File: config.mk
export PLATFORM = sky130hd
export DESIGN_NAME = dual_timer_core
export DESIGN_NICKNAME = d
export VERILOG_FILES = /design/src/rtl/tmr_pkg.sv /design/src/rtl/tmr_prescale.sv /design/src/rtl/tmr_pin_sync.sv /design/src/rtl/tmr_unit.sv /design/src/rtl/dual_timer_core.sv
export SDC_FILE = /design/constraint.sdc
export NUM_CORES = 1
export LEC_CHECK = 0
export ABC_AREA = 1
export BUFFER_PORTS_ARGS = -buffer_cell sky130_fd_sc_hd__buf_2
export CAP_MARGIN = 10
export CORE_ASPECT_RATIO = 0.75
export CORE_MARGIN = 5
export CORE_UTILIZATION = 64
export CTS_BUF_LIST = sky130_fd_sc_hd__clkbuf_8
export DETAILED_ROUTE_END_ITERATION = 8
export PLACE_DENSITY = 0.83
export SYNTH_ARGS = -nofsm -noshare
export SYNTH_HDL_FRONTEND = slang
export SYNTH_SLANG_ARGS = --single-unit
export TNS_END_PERCENT = 10
File: constraint.sdc
create_clock -name clk -period 2.15 [get_ports clk]
set_input_delay 0.1075 -clock clk [delete_from_list [all_inputs] [get_ports clk]]
set_output_delay 0.1075 -clock clk [all_outputs]
set_load 0.03 [all_outputs]
File: src/rtl/tmr_pkg.sv
package tmr_pkg;
  localparam int NTMR      = 2;
  localparam int DATA_W    = 8;
  localparam int LOW13_W   = 5;
  localparam int SLOW_DIV  = 12;
  localparam int FAST_DIV  = 4;
  localparam int SYNC_STG  = 2;
  localparam int ADDR_W    = 3;

  typedef enum logic [1:0] {
    MODE_13B    = 2'd0,
    MODE_16B    = 2'd1,
    MODE_RELOAD = 2'd2,
    MODE_SPLIT  = 2'd3
  } tmode_e;

  localparam logic [ADDR_W-1:0] ADR_MODE = 3'd0;
  localparam logic [ADDR_W-1:0] ADR_CTRL = 3'd1;
  localparam logic [ADDR_W-1:0] ADR_CKS  = 3'd2;
  localparam logic [ADDR_W-1:0] ADR_CNT  = 3'd3;
endpackage

File: src/rtl/tmr_prescale.sv
module tmr_prescale #(
  parameter int DIV   = 12,
  parameter int QUART = 4
) (
  input  logic clk,
  input  logic rst_n,
  output logic tick_slow_o,
  output logic tick_quart_o
);
  localparam int CW = $clog2(DIV);
  logic [CW-1:0] cnt_q, cnt_d;

  always_comb begin
    cnt_d        = (cnt_q == CW'(DIV - 1)) ? '0 : cnt_q + 1'b1;
    tick_slow_o  = (cnt_q == CW'(DIV - 1));
    tick_quart_o = ((cnt_q % CW'(QUART)) == CW'(QUART - 1));
  end

  always_ff @(posedge clk or negedge rst_n) begin
    if (!rst_n) cnt_q <= '0;
    else        cnt_q <= cnt_d;
  end
endmodule

File: src/rtl/tmr_pin_sync.sv
module tmr_pin_sync #(
  parameter int N      = 2,
  parameter int STAGES = 2
) (
  input  logic         clk,
  input  logic         rst_n,
  input  logic [N-1:0] cnt_pin_i,
  input  logic [N-1:0] gate_pin_i,
  output logic [N-1:0] cnt_fall_o,
  output logic [N-1:0] gate_lvl_o
);
  logic [STAGES-1:0][N-1:0] cnt_sh_q, cnt_sh_d, gate_sh_q, gate_sh_d;
  logic [N-1:0] prev_q;

  always_comb begin
    cnt_sh_d   = {cnt_sh_q[STAGES-2:0], cnt_pin_i};
    gate_sh_d  = {gate_sh_q[STAGES-2:0], gate_pin_i};
    cnt_fall_o = prev_q & ~cnt_sh_q[STAGES-1];
    gate_lvl_o = gate_sh_q[STAGES-1];
  end

  always_ff @(posedge clk or negedge rst_n) begin
    if (!rst_n) begin
      cnt_sh_q  <= '0;
      gate_sh_q <= '0;
      prev_q    <= '0;
    end else begin
      cnt_sh_q  <= cnt_sh_d;
      gate_sh_q <= gate_sh_d;
      prev_q    <= cnt_sh_q[STAGES-1];
    end
  end
endmodule

File: src/rtl/tmr_unit.sv
module tmr_unit
  import tmr_pkg::*;
#(
  parameter bit SPLIT_OK = 1'b0
) (
  input  logic              clk,
  input  logic              rst_n,
  input  tmode_e            mode_i,
  input  logic              inc_i,
  input  logic              hi_inc_i,
  input  logic              hold_i,
  input  logic              wr_lo_i,
  input  logic              wr_hi_i,
  input  logic [DATA_W-1:0] wdata_i,
  output logic [DATA_W-1:0] lo_o,
  output logic [DATA_W-1:0] hi_o,
  output logic              ovf_o,
  output logic              hi_ovf_o
);
  logic [DATA_W-1:0] lo_q, lo_d, hi_q, hi_d;

  always_comb begin
    lo_d     = lo_q;
    hi_d     = hi_q;
    ovf_o    = 1'b0;
    hi_ovf_o = 1'b0;
    if (wr_lo_i || wr_hi_i) begin
      if (wr_lo_i) lo_d = wdata_i;
      if (wr_hi_i) hi_d = wdata_i;
    end else if (!hold_i) begin
      unique case (mode_i)
        MODE_13B: if (inc_i) begin
          lo_d[LOW13_W-1:0] = lo_q[LOW13_W-1:0] + 1'b1;
          if (&lo_q[LOW13_W-1:0]) begin
            hi_d  = hi_q + 1'b1;
            ovf_o = &hi_q;
          end
        end
        MODE_16B: if (inc_i) begin
          {hi_d, lo_d} = {hi_q, lo_q} + 1'b1;
          ovf_o        = &{hi_q, lo_q};
        end
        MODE_RELOAD: if (inc_i) begin
          if (&lo_q) begin
            lo_d  = hi_q;
            ovf_o = 1'b1;
          end else begin
            lo_d = lo_q + 1'b1;
          end
        end
        default: if (SPLIT_OK) begin
          if (inc_i) begin
            lo_d  = lo_q + 1'b1;
            ovf_o = &lo_q;
          end
          if (hi_inc_i) begin
            hi_d     = hi_q + 1'b1;
            hi_ovf_o = &hi_q;
          end
        end
      endcase
    end
  end

  always_ff @(posedge clk or negedge rst_n) begin
    if (!rst_n) begin
      lo_q <= '0;
      hi_q <= '0;
    end else begin
      lo_q <= lo_d;
      hi_q <= hi_d;
    end
  end

  assign lo_o = lo_q;
  assign hi_o = hi_q;
endmodule

File: src/rtl/dual_timer_core.sv
module dual_timer_core
  import tmr_pkg::*;
(
  input  logic              clk,
  input  logic              rst_n,
  input  logic              bus_wr_i,
  input  logic [ADDR_W-1:0] bus_addr_i,
  input  logic [DATA_W-1:0] bus_wdata_i,
  output logic [DATA_W-1:0] bus_rdata_o,
  input  logic [NTMR-1:0]   cnt_pin_i,
  input  logic [NTMR-1:0]   gate_pin_i,
  input  logic [NTMR-1:0]   irq_ack_i,
  output logic [NTMR-1:0]   irq_o
);
  localparam int CKS_W = 2 * NTMR;

  logic rs1_q, rs2_q;
  always_ff @(posedge clk or negedge rst_n) begin
    if (!rst_n) begin
      rs1_q <= 1'b0;
      rs2_q <= 1'b0;
    end else begin
      rs1_q <= 1'b1;
      rs2_q <= rs1_q;
    end
  end

  logic [DATA_W-1:0] mode_q, mode_d;
  logic [CKS_W-1:0]  cks_q, cks_d;
  logic [NTMR-1:0]   run_q, run_d, flag_q, flag_d, pend_q, pend_d;
  logic [NTMR-1:0]   tick, inc, hi_inc, hold, ovf, hovf, set, wr_lo, wr_hi;
  logic [NTMR-1:0]   cnt_fall, gate_lvl;
  logic [DATA_W-1:0] lo_w [NTMR];
  logic [DATA_W-1:0] hi_w [NTMR];
  logic tick_slow, tick_quart, wr_ctrl;

  tmr_prescale #(.DIV(SLOW_DIV), .QUART(FAST_DIV)) u_presc (
    .clk(clk), .rst_n(rs2_q), .tick_slow_o(tick_slow), .tick_quart_o(tick_quart)
  );

  tmr_pin_sync #(.N(NTMR), .STAGES(SYNC_STG)) u_sync (
    .clk(clk), .rst_n(rs2_q), .cnt_pin_i(cnt_pin_i), .gate_pin_i(gate_pin_i),
    .cnt_fall_o(cnt_fall), .gate_lvl_o(gate_lvl)
  );

  assign wr_ctrl = bus_wr_i && (bus_addr_i == ADR_CTRL);

  for (genvar i = 0; i < NTMR; i++) begin : g_ch
    tmode_e md;
    logic   gate_en, pin_mode;
    assign md       = tmode_e'(mode_q[4*i +: 2]);
    assign pin_mode = mode_q[4*i + 2];
    assign gate_en  = mode_q[4*i + 3];
    assign tick[i]  = cks_q[NTMR + i] ? 1'b1 : (cks_q[i] ? tick_quart : tick_slow);
    assign inc[i]   = run_q[i] && (!gate_en || gate_lvl[i]) && tick[i] &&
                      (!pin_mode || pend_q[i] || cnt_fall[i]);
    assign pend_d[i] = (pend_q[i] || cnt_fall[i]) && !tick[i];
    assign wr_lo[i] = bus_wr_i && (bus_addr_i == ADR_CNT + ADDR_W'(2*i));
    assign wr_hi[i] = bus_wr_i && (bus_addr_i == ADR_CNT + ADDR_W'(2*i + 1));
    assign run_d[i] = wr_ctrl ? bus_wdata_i[4 + 2*i] : run_q[i];
    assign flag_d[i] = set[i] || (wr_ctrl ? bus_wdata_i[5 + 2*i]
                                          : (flag_q[i] && !irq_ack_i[i]));

    tmr_unit #(.SPLIT_OK(i == 0)) u_unit (
      .clk(clk), .rst_n(rs2_q), .mode_i(md), .inc_i(inc[i]), .hi_inc_i(hi_inc[i]),
      .hold_i(hold[i]), .wr_lo_i(wr_lo[i]), .wr_hi_i(wr_hi[i]), .wdata_i(bus_wdata_i),
      .lo_o(lo_w[i]), .hi_o(hi_w[i]), .ovf_o(ovf[i]), .hi_ovf_o(hovf[i])
    );
  end

  always_comb begin
    hi_inc    = '0;
    hi_inc[0] = run_q[1] && tick[0];
    hold      = '0;
    hold[1]   = (tmode_e'(mode_q[1:0]) == MODE_SPLIT);
    set       = ovf;
    set[1]    = ovf[1] || (|hovf);
    mode_d    = (bus_wr_i && bus_addr_i == ADR_MODE) ? bus_wdata_i : mode_q;
    cks_d     = (bus_wr_i && bus_addr_i == ADR_CKS) ? bus_wdata_i[CKS_W-1:0] : cks_q;
  end

  always_ff @(posedge clk or negedge rs2_q) begin
    if (!rs2_q) begin
      mode_q <= '0;
      cks_q  <= '0;
      run_q  <= '0;
      flag_q <= '0;
      pend_q <= '0;
    end else begin
      mode_q <= mode_d;
      cks_q  <= cks_d;
      run_q  <= run_d;
      flag_q <= flag_d;
      pend_q <= pend_d;
    end
  end

  always_comb begin
    unique case (bus_addr_i)
      3'd0:    bus_rdata_o = mode_q;
      3'd1:    bus_rdata_o = {flag_q[1], run_q[1], flag_q[0], run_q[0], 4'b0000};
      3'd2:    bus_rdata_o = {{(DATA_W-CKS_W){1'b0}}, cks_q};
      3'd3:    bus_rdata_o = lo_w[0];
      3'd4:    bus_rdata_o = hi_w[0];
      3'd5:    bus_rdata_o = lo_w[1];
      3'd6:    bus_rdata_o = hi_w[1];
      default: bus_rdata_o = '0;
    endcase
  end

  assign irq_o = flag_q;
endmodule

# After elaboration in Yosys (flattened, before gate mapping)
# Index checks and enable logic that the tools add are counted.
# classes
bitwise_logic	2
n_eq_ne	27
muxes	59
n_reduce_logical	62
addsub	9
# op_table
cell	n
$mux 8	24
$pmux 8 s7	1
$add 16x1->16 const B	2
$add 8x1->8 const B	4
$reduce_and 16->1	2
$reduce_and 8->1	4
$pmux 5 s3	2
$pmux 8 s3	1
$mux 1	23
$ne 3x1->1 const B	7
$logic_and 1x1->1	18
$reduce_and 6->1	3
$pmux 8 s2	1
$reduce_and 5->1	3
$logic_or 1x1->1	13
$ne 2x1->1 const B	6
$add 5x1->5 const B	2
$mux 5	2
$eq 3x3->1 const B	3
$pmux 3 s3	1
$eq 2x2->1 const B	4
$logic_not 1->1	8
$reduce_bool 4->1	2
$eq 3x2->1 const B	2
other kinds (17)	21
# word_totals
out_inout_bits	10
regBits	66

# Logic depth before layout (Yosys ltp)
# depth
word_depth	11
depth_mapped	12

# Hierarchy
# From an unflattened synthesis, not the netlist that was laid out.
# unflattened
cells_unflattened	748
area_unflattened_um2	5069.9
# by_module_without_submodules
mod	area_per_inst_um2	n_inst	seq_area_each_um2	cells_per_inst
tmr_unit (g_ch[1].u_unit)	1581.5	1	400.4	248
tmr_unit (g_ch[0].u_unit)	1534.0	1	400.4	245
dual_timer_core	1501.4	1	500.5	219
tmr_pin_sync	270.3	1	250.2	14
tmr_prescale	182.7	1	100.1	22

# Worst setup path after synthesis
# No wires, ideal clock.
# synth_path
path_type	flip-flop to flip-flop
from	reg g_ch[0].u_unit.lo_q[0]
to	reg g_ch[0].u_unit.hi_q[0]
path_buffers	0
synth_period_minus_slack_ns	1.659
path_stages_with_launch	13
t_arrival_ns	1.537
slack_ns	0.491
path_cell_list	dfrtp_1 > ha_1 > nand3_1 > inv_1 > ha_1 > nor2_1 > nand3_1 > nand2_1 > inv_2 > nand2_4 > clkinv_4 > nand2_1 > o21ai_1
# synth_via
elab_chain_cells	4
word_cells_on_any_way	7
# synth_rtl
element	line_no	rtl
start, declared	tmr_unit.sv:20	logic [DATA_W-1:0] lo_q, lo_d, hi_q, hi_d;
start signal, assigned	tmr_unit.sv:70	lo_q <= lo_d;
$add 16x1->16	tmr_unit.sv:40	{hi_d, lo_d} = {hi_q, lo_q} + 1'b1;
$mux 8	tmr_unit.sv:39	MODE_16B: if (inc_i) begin
$pmux 8 s3	tmr_unit.sv:31	unique case (mode_i)
$mux 8	tmr_unit.sv:27	if (wr_lo_i || wr_hi_i) begin
end signal, assigned	tmr_unit.sv:71	hi_q <= hi_d;
end, declared	tmr_unit.sv:20	
# Several ways; a longest one is shown, not always the timed one. The select of a mux whose other input is x is not followed.
# A chain may end at the register's enable or synchronous reset.

# Worst setup path after layout
# layout_path
from	reg u_presc.cnt_q[0]
to	reg g_ch[1].u_unit.lo_q[6]
# layout_via
elab_chain_cells	7
word_cells_on_any_way	9
# layout_rtl
element	line_no	rtl
start, declared	tmr_prescale.sv:11	logic [CW-1:0] cnt_q, cnt_d;
start signal, assigned	tmr_prescale.sv:21	else cnt_q <= cnt_d;
$eq 4x4->1 or $eq 2x2->1 (tied branches)	tmr_prescale.sv:15, tmr_prescale.sv:16	
$mux 1 (*) (2 in series)	dual_timer_core.sv:54	assign tick[i] = cks_q[NTMR + i] ? 1'b1 : (cks_q[i] ? tick_quart : tick_slow);
$logic_and 1x1->1 (*) (2 in series)	dual_timer_core.sv:55	assign inc[i] = run_q[i] && (!gate_en || gate_lvl[i]) && tick[i] &&
$ne 3x1->1 (no source line)	-	
$reduce_and 5->1 (no source line) (*)	-	
end signal, assigned	tmr_unit.sv:70	
end, declared	tmr_unit.sv:20	
# Every way passes the cells marked *; elsewhere a longest branch is shown, timed or not.

==> impl.org <==
** Power
- Power per standard cell area :: 1020 mW/mm²
- VDD sags by at most 0.657 mV.
- Total power of the final layout :: 5.40 mW
- Summed over all cells, the static leakage comes to 2.75 nW.

** Yosys
- The top cell type by area accounts for 34.5% of the synthesized area.
- Synthesis instantiated 45 different standard cells from the library.
- The average instance in the mapped netlist occupies 6.83 µm².
- Synthesis handed over a netlist of 701 instances.
- Number of enable-type register cells in the synthesized netlist :: 0
- For this run, the register share of the synthesized area comes to 34.5%.
- Synthesis Warnings :: 0
- Counting flops and latches in the post-synthesis netlist gives 66.
- Cell type with the highest aggregate area in the netlist :: sky130_fd_sc_hd__dfrtp_1
- Post-Syn Nets :: 737
- In the synthesized netlist the dominant register cell turns out to be sky130_fd_sc_hd__dfrtp_1.
- Sorting the synthesized cells by area gives the leading types as sky130_fd_sc_hd__dfrtp_1, sky130_fd_sc_hd__nand2_1, sky130_fd_sc_hd__inv_1.
- Synthesized cell area :: 0.00478 mm²
- For this run, asynchronously set or reset flops after synthesis account for 100%.

** Drt
- Summing over every cut layer, the via total after detailed routing is 4,995.
- The first routing iteration left 535 violations.
- Dividing the detail-routed wire length by the instance count gives 17.5 µm.
- The detail route stage leaves a number of antenna-violating nets equal to 0.
- The first detailed-routing pass took 6 iterations.
- Total wire length after detailed routing :: 14,800 µm
- Dividing the detail-routed via count by the number of cells gives 5.90.
- Residual DRC count :: 0

** Clocking
- TritonCTS clock tree :: yes
- Num CTS Buffers :: 9
- After clock tree synthesis, the setup repair step added 0 buffers.
- Source-to-sink clock delay at the later pin of the worst-skew pair :: 0.37 ns
- For this design, the sink count on the clock tree is 66.
- Clock-pin slew was measured on the worst setup and hold paths at 0.09 ns.
- The clock passes through at most 2 buffers.
- Clock H-tree levels :: 3
- In this run the clock root is driven by a sky130_fd_sc_hd__clkbuf_8.

** Timing
- Final period demand of the worst path :: 1.97 ns
- The number of max-slew violations in the final report came to 0.
- Once routing completed, OpenROAD measured the worst setup slack at 0.183 ns.
- Clock skew after layout :: 0.0138 ns
- Setup repair after global routing missed its margin :: false
- Final critical-path share of the clock period :: 91.5%
- Final hold viol count :: 0
- At the pin with the least slew margin, the transition time is 0.612 ns.
- Worst hold margin :: 0.0298 ns
- Setup violations remaining at the end of the flow were counted as 0.
- Highest Clock Rate :: 508 MHz
- Remaining max-slew budget at the tightest pin :: 59.2%
- In the final timing run, aggregate negative setup slack is 0 ns.

** Die
- Die Ht :: 84.9 µm
- Num rows :: 27
- Std-Cell Core Area :: 0.00730 mm²
- Horizontal extent of the die :: 110 µm
- The floorplan step defined a die boundary enclosing 0.00932 mm².
- Top-Level Pins :: 30
- For this configuration, the core starts out at a cell density of 65.6%.

** Critical path
- Data on the critical path arrives at its endpoint at 2.28 ns.
- For this design, the slowest cell found on the critical path is sky130_fd_sc_hd__dfrtp_1.
- The worst setup path is of the flop to flop kind.
- Slowest cell delay on critical path :: 0.39 ns
- Critical Path Most Common Cell :: sky130_fd_sc_hd__nand2_1
- Setup slack of the worst register-to-register path :: 0.18 ns
- Reg2reg start :: u_presc.cnt_q[0]
- Terminus of the critical flop-to-flop path :: g_ch[1].u_unit.lo_o[6]
- Traced cell by cell, the critical path runs through ha_1 -> nand3_1 -> nand2_1 -> nand3_1 -> o21ai_0 -> nand2_1 -> nor2_1 -> nand2_1 -> nand2_1.
- Worst reg2reg path depth :: 9
- Launching element type of the critical path :: flop
- Data on the critical path is required at its endpoint by 2.47 ns.
- In this run the worst path has a maximum fanout of 5.
- Kind of end point of the critical path :: flop

** Global route
- In the global route stage, overall resource usage came out at 33.6%.
- The first global-routing pass estimated 24,100 µm of wire.
- Entering global routing, the biggest net connects 30 pins.
- Antenna violations before repair :: 0
- GRT Residual Overflow :: 0
- Via count of the first global-routing pass :: 4,551

** Job
- Across the run, the number of max-cap violations was 0.

** Worst hold path
- Tightest Hold Check Type :: primary input to flop
- Sink of the worst hold path :: irq_o[1]
- Hold_sp :: bus_wdata_i[7]
- Hold Crit Depth :: 3

** Placement
- Setup Slack @ Placement :: 0.235 ns
- Once placement completed, the tool counted placed cells totaling 825.
- In this run the tool buffered the top-level ports with 29 buffer cells.
- Cell Area, Placed :: 0.00501 mm²
- Detailed placer's ending HPWL :: 11,300 µm
- At the end of routability-driven placement, the weighted congestion stood at 1.02.

** Cells and area
- With fillers left out, the area of the finished cells amounts to 0.00528 mm².
- Ant. Diodes :: 0
- From synthesis to final layout, the design area changed by 10.3%.
- Non-filler instance count after layout :: 846
- Layout cell share with drive strength beyond 1 :: 12.5%
- Measured on the finished design, the core utilization comes to 72.3%.
- Commonest non-fill, non-tap cell in the layout :: sky130_fd_sc_hd__nand2_1
- The net count of the finished layout is 776.
- In the layout the commonest cells are sky130_fd_sc_hd__nand2_1, sky130_fd_sc_hd__inv_1, sky130_fd_sc_hd__dfrtp_1.

** Outcome
- Run status :: finished, final reports clean
worst max-delay path, delay by kind of cell, from the launching register on:
| kind | cells | cell delay [ns] |
|---|---|---|
| and+or+nand+nor | 7 | 0.99 |
| AOI/OAI and AO/OA | 1 | 0.27 |
| adders and majority gates | 1 | 0.26 |
| DFF | 1 | 0.39 |
where the power goes:
| group | total [mW] | switching, mW | internal, mW |
|---|---|---|---|
| sequential | 2.03 | 0.476 | 1.55 |
| clock | 1.16 | 0.553 | 0.605 |
| combinational | 2.21 | 1.45 | 0.762 |
| total | 5.40 | 2.47 | 2.92 |
flip-flops by register name, summed over array words and instances (netlist names):
register,cells
g_ch.u_unit.lo_o,16
mode_q,8
u_sync.gate_sh_d,2
u_sync.cnt_sh_q,2
run_q,2
u_sync.prev_q,2
u_sync.cnt_sh_d,2
u_presc.cnt_q,4
u_sync.gate_lvl_o,2
rs1_q,1
rs2_q,1
g_ch.u_unit.hi_o,16
cks_q,4
pend_q,2
irq_o,2
synth_stat cells (9+ instances only):
| library cell | n |
|---|---|
| sky130_fd_sc_hd__a21oi_1 | 20 |
| sky130_fd_sc_hd__xor2_1 | 9 |
| sky130_fd_sc_hd__nor2_1 | 62 |
| sky130_fd_sc_hd__nand2_1 | 247 |
| sky130_fd_sc_hd__o21ai_1 | 13 |
| sky130_fd_sc_hd__ha_1 | 16 |
| sky130_fd_sc_hd__nand3_1 | 53 |
| sky130_fd_sc_hd__nand4_1 | 9 |
| sky130_fd_sc_hd__dfrtp_1 | 66 |
| sky130_fd_sc_hd__o22ai_1 | 11 |
| sky130_fd_sc_hd__o21ai_0 | 37 |
| sky130_fd_sc_hd__inv_1 | 79 |
cells by family after synthesis:
logic type | count (synthesis) | synth area share [%]
simple gates | 405 | 37.7
buf+inv | 103 | 9.70
compound gates | 101 | 12.2
flops | 66 | 34.5
fa+ha+maj | 16 | 4.18
xor+xnor | 9 | 1.65
other cells | 1 | 0.0784
timing repair:
item / in CTS / in global routing
hold buffers: 5 / 0
endpoints found under the hold margin: 6 / 0
resized for setup: 0 / 1
setup endpoints to repair: 0 / 1
worst max-delay path by stage:
stage / cells past startpoint / end / slack [ns] / from
floorplan: 0 / cks_q[0] / 0.18 / rs2_q
global placement: 10 / g_ch[1].u_unit.hi_o[4] / 0.29 / g_ch[1].u_unit.lo_o[1]
detailed placement: 9 / g_ch[1].u_unit.hi_o[1] / 0.23 / g_ch[1].u_unit.lo_o[1]
CTS: 9 / g_ch[1].u_unit.hi_o[1] / 0.22 / g_ch[1].u_unit.lo_o[1]
global route: 10 / g_ch[1].u_unit.lo_o[3] / 0.03 / u_presc.cnt_q[0]
finish: 9 / g_ch[1].u_unit.lo_o[6] / 0.18 / u_presc.cnt_q[0]
routing by layer:
layer  vias up  GRT usage, %  wire, µm
met5         -             0         0
met4         0          9.06       244
met3        31          13.6      2300
met2       337          43.3      5710
met1      2284          51.3      6510
li1       2343             -         -
final cells by class:
class / count / area (µm²)
clock inverter: 5 / 60.1
timing repair buffer: 43 / 263
sequential: 66 / 1650
fill: 618 / 2020
tap: 101 / 126
inverter: 88 / 345
multi-input combinational: 532 / 2680
clock buffer: 11 / 151
Power figures use the tool's default switching activity.
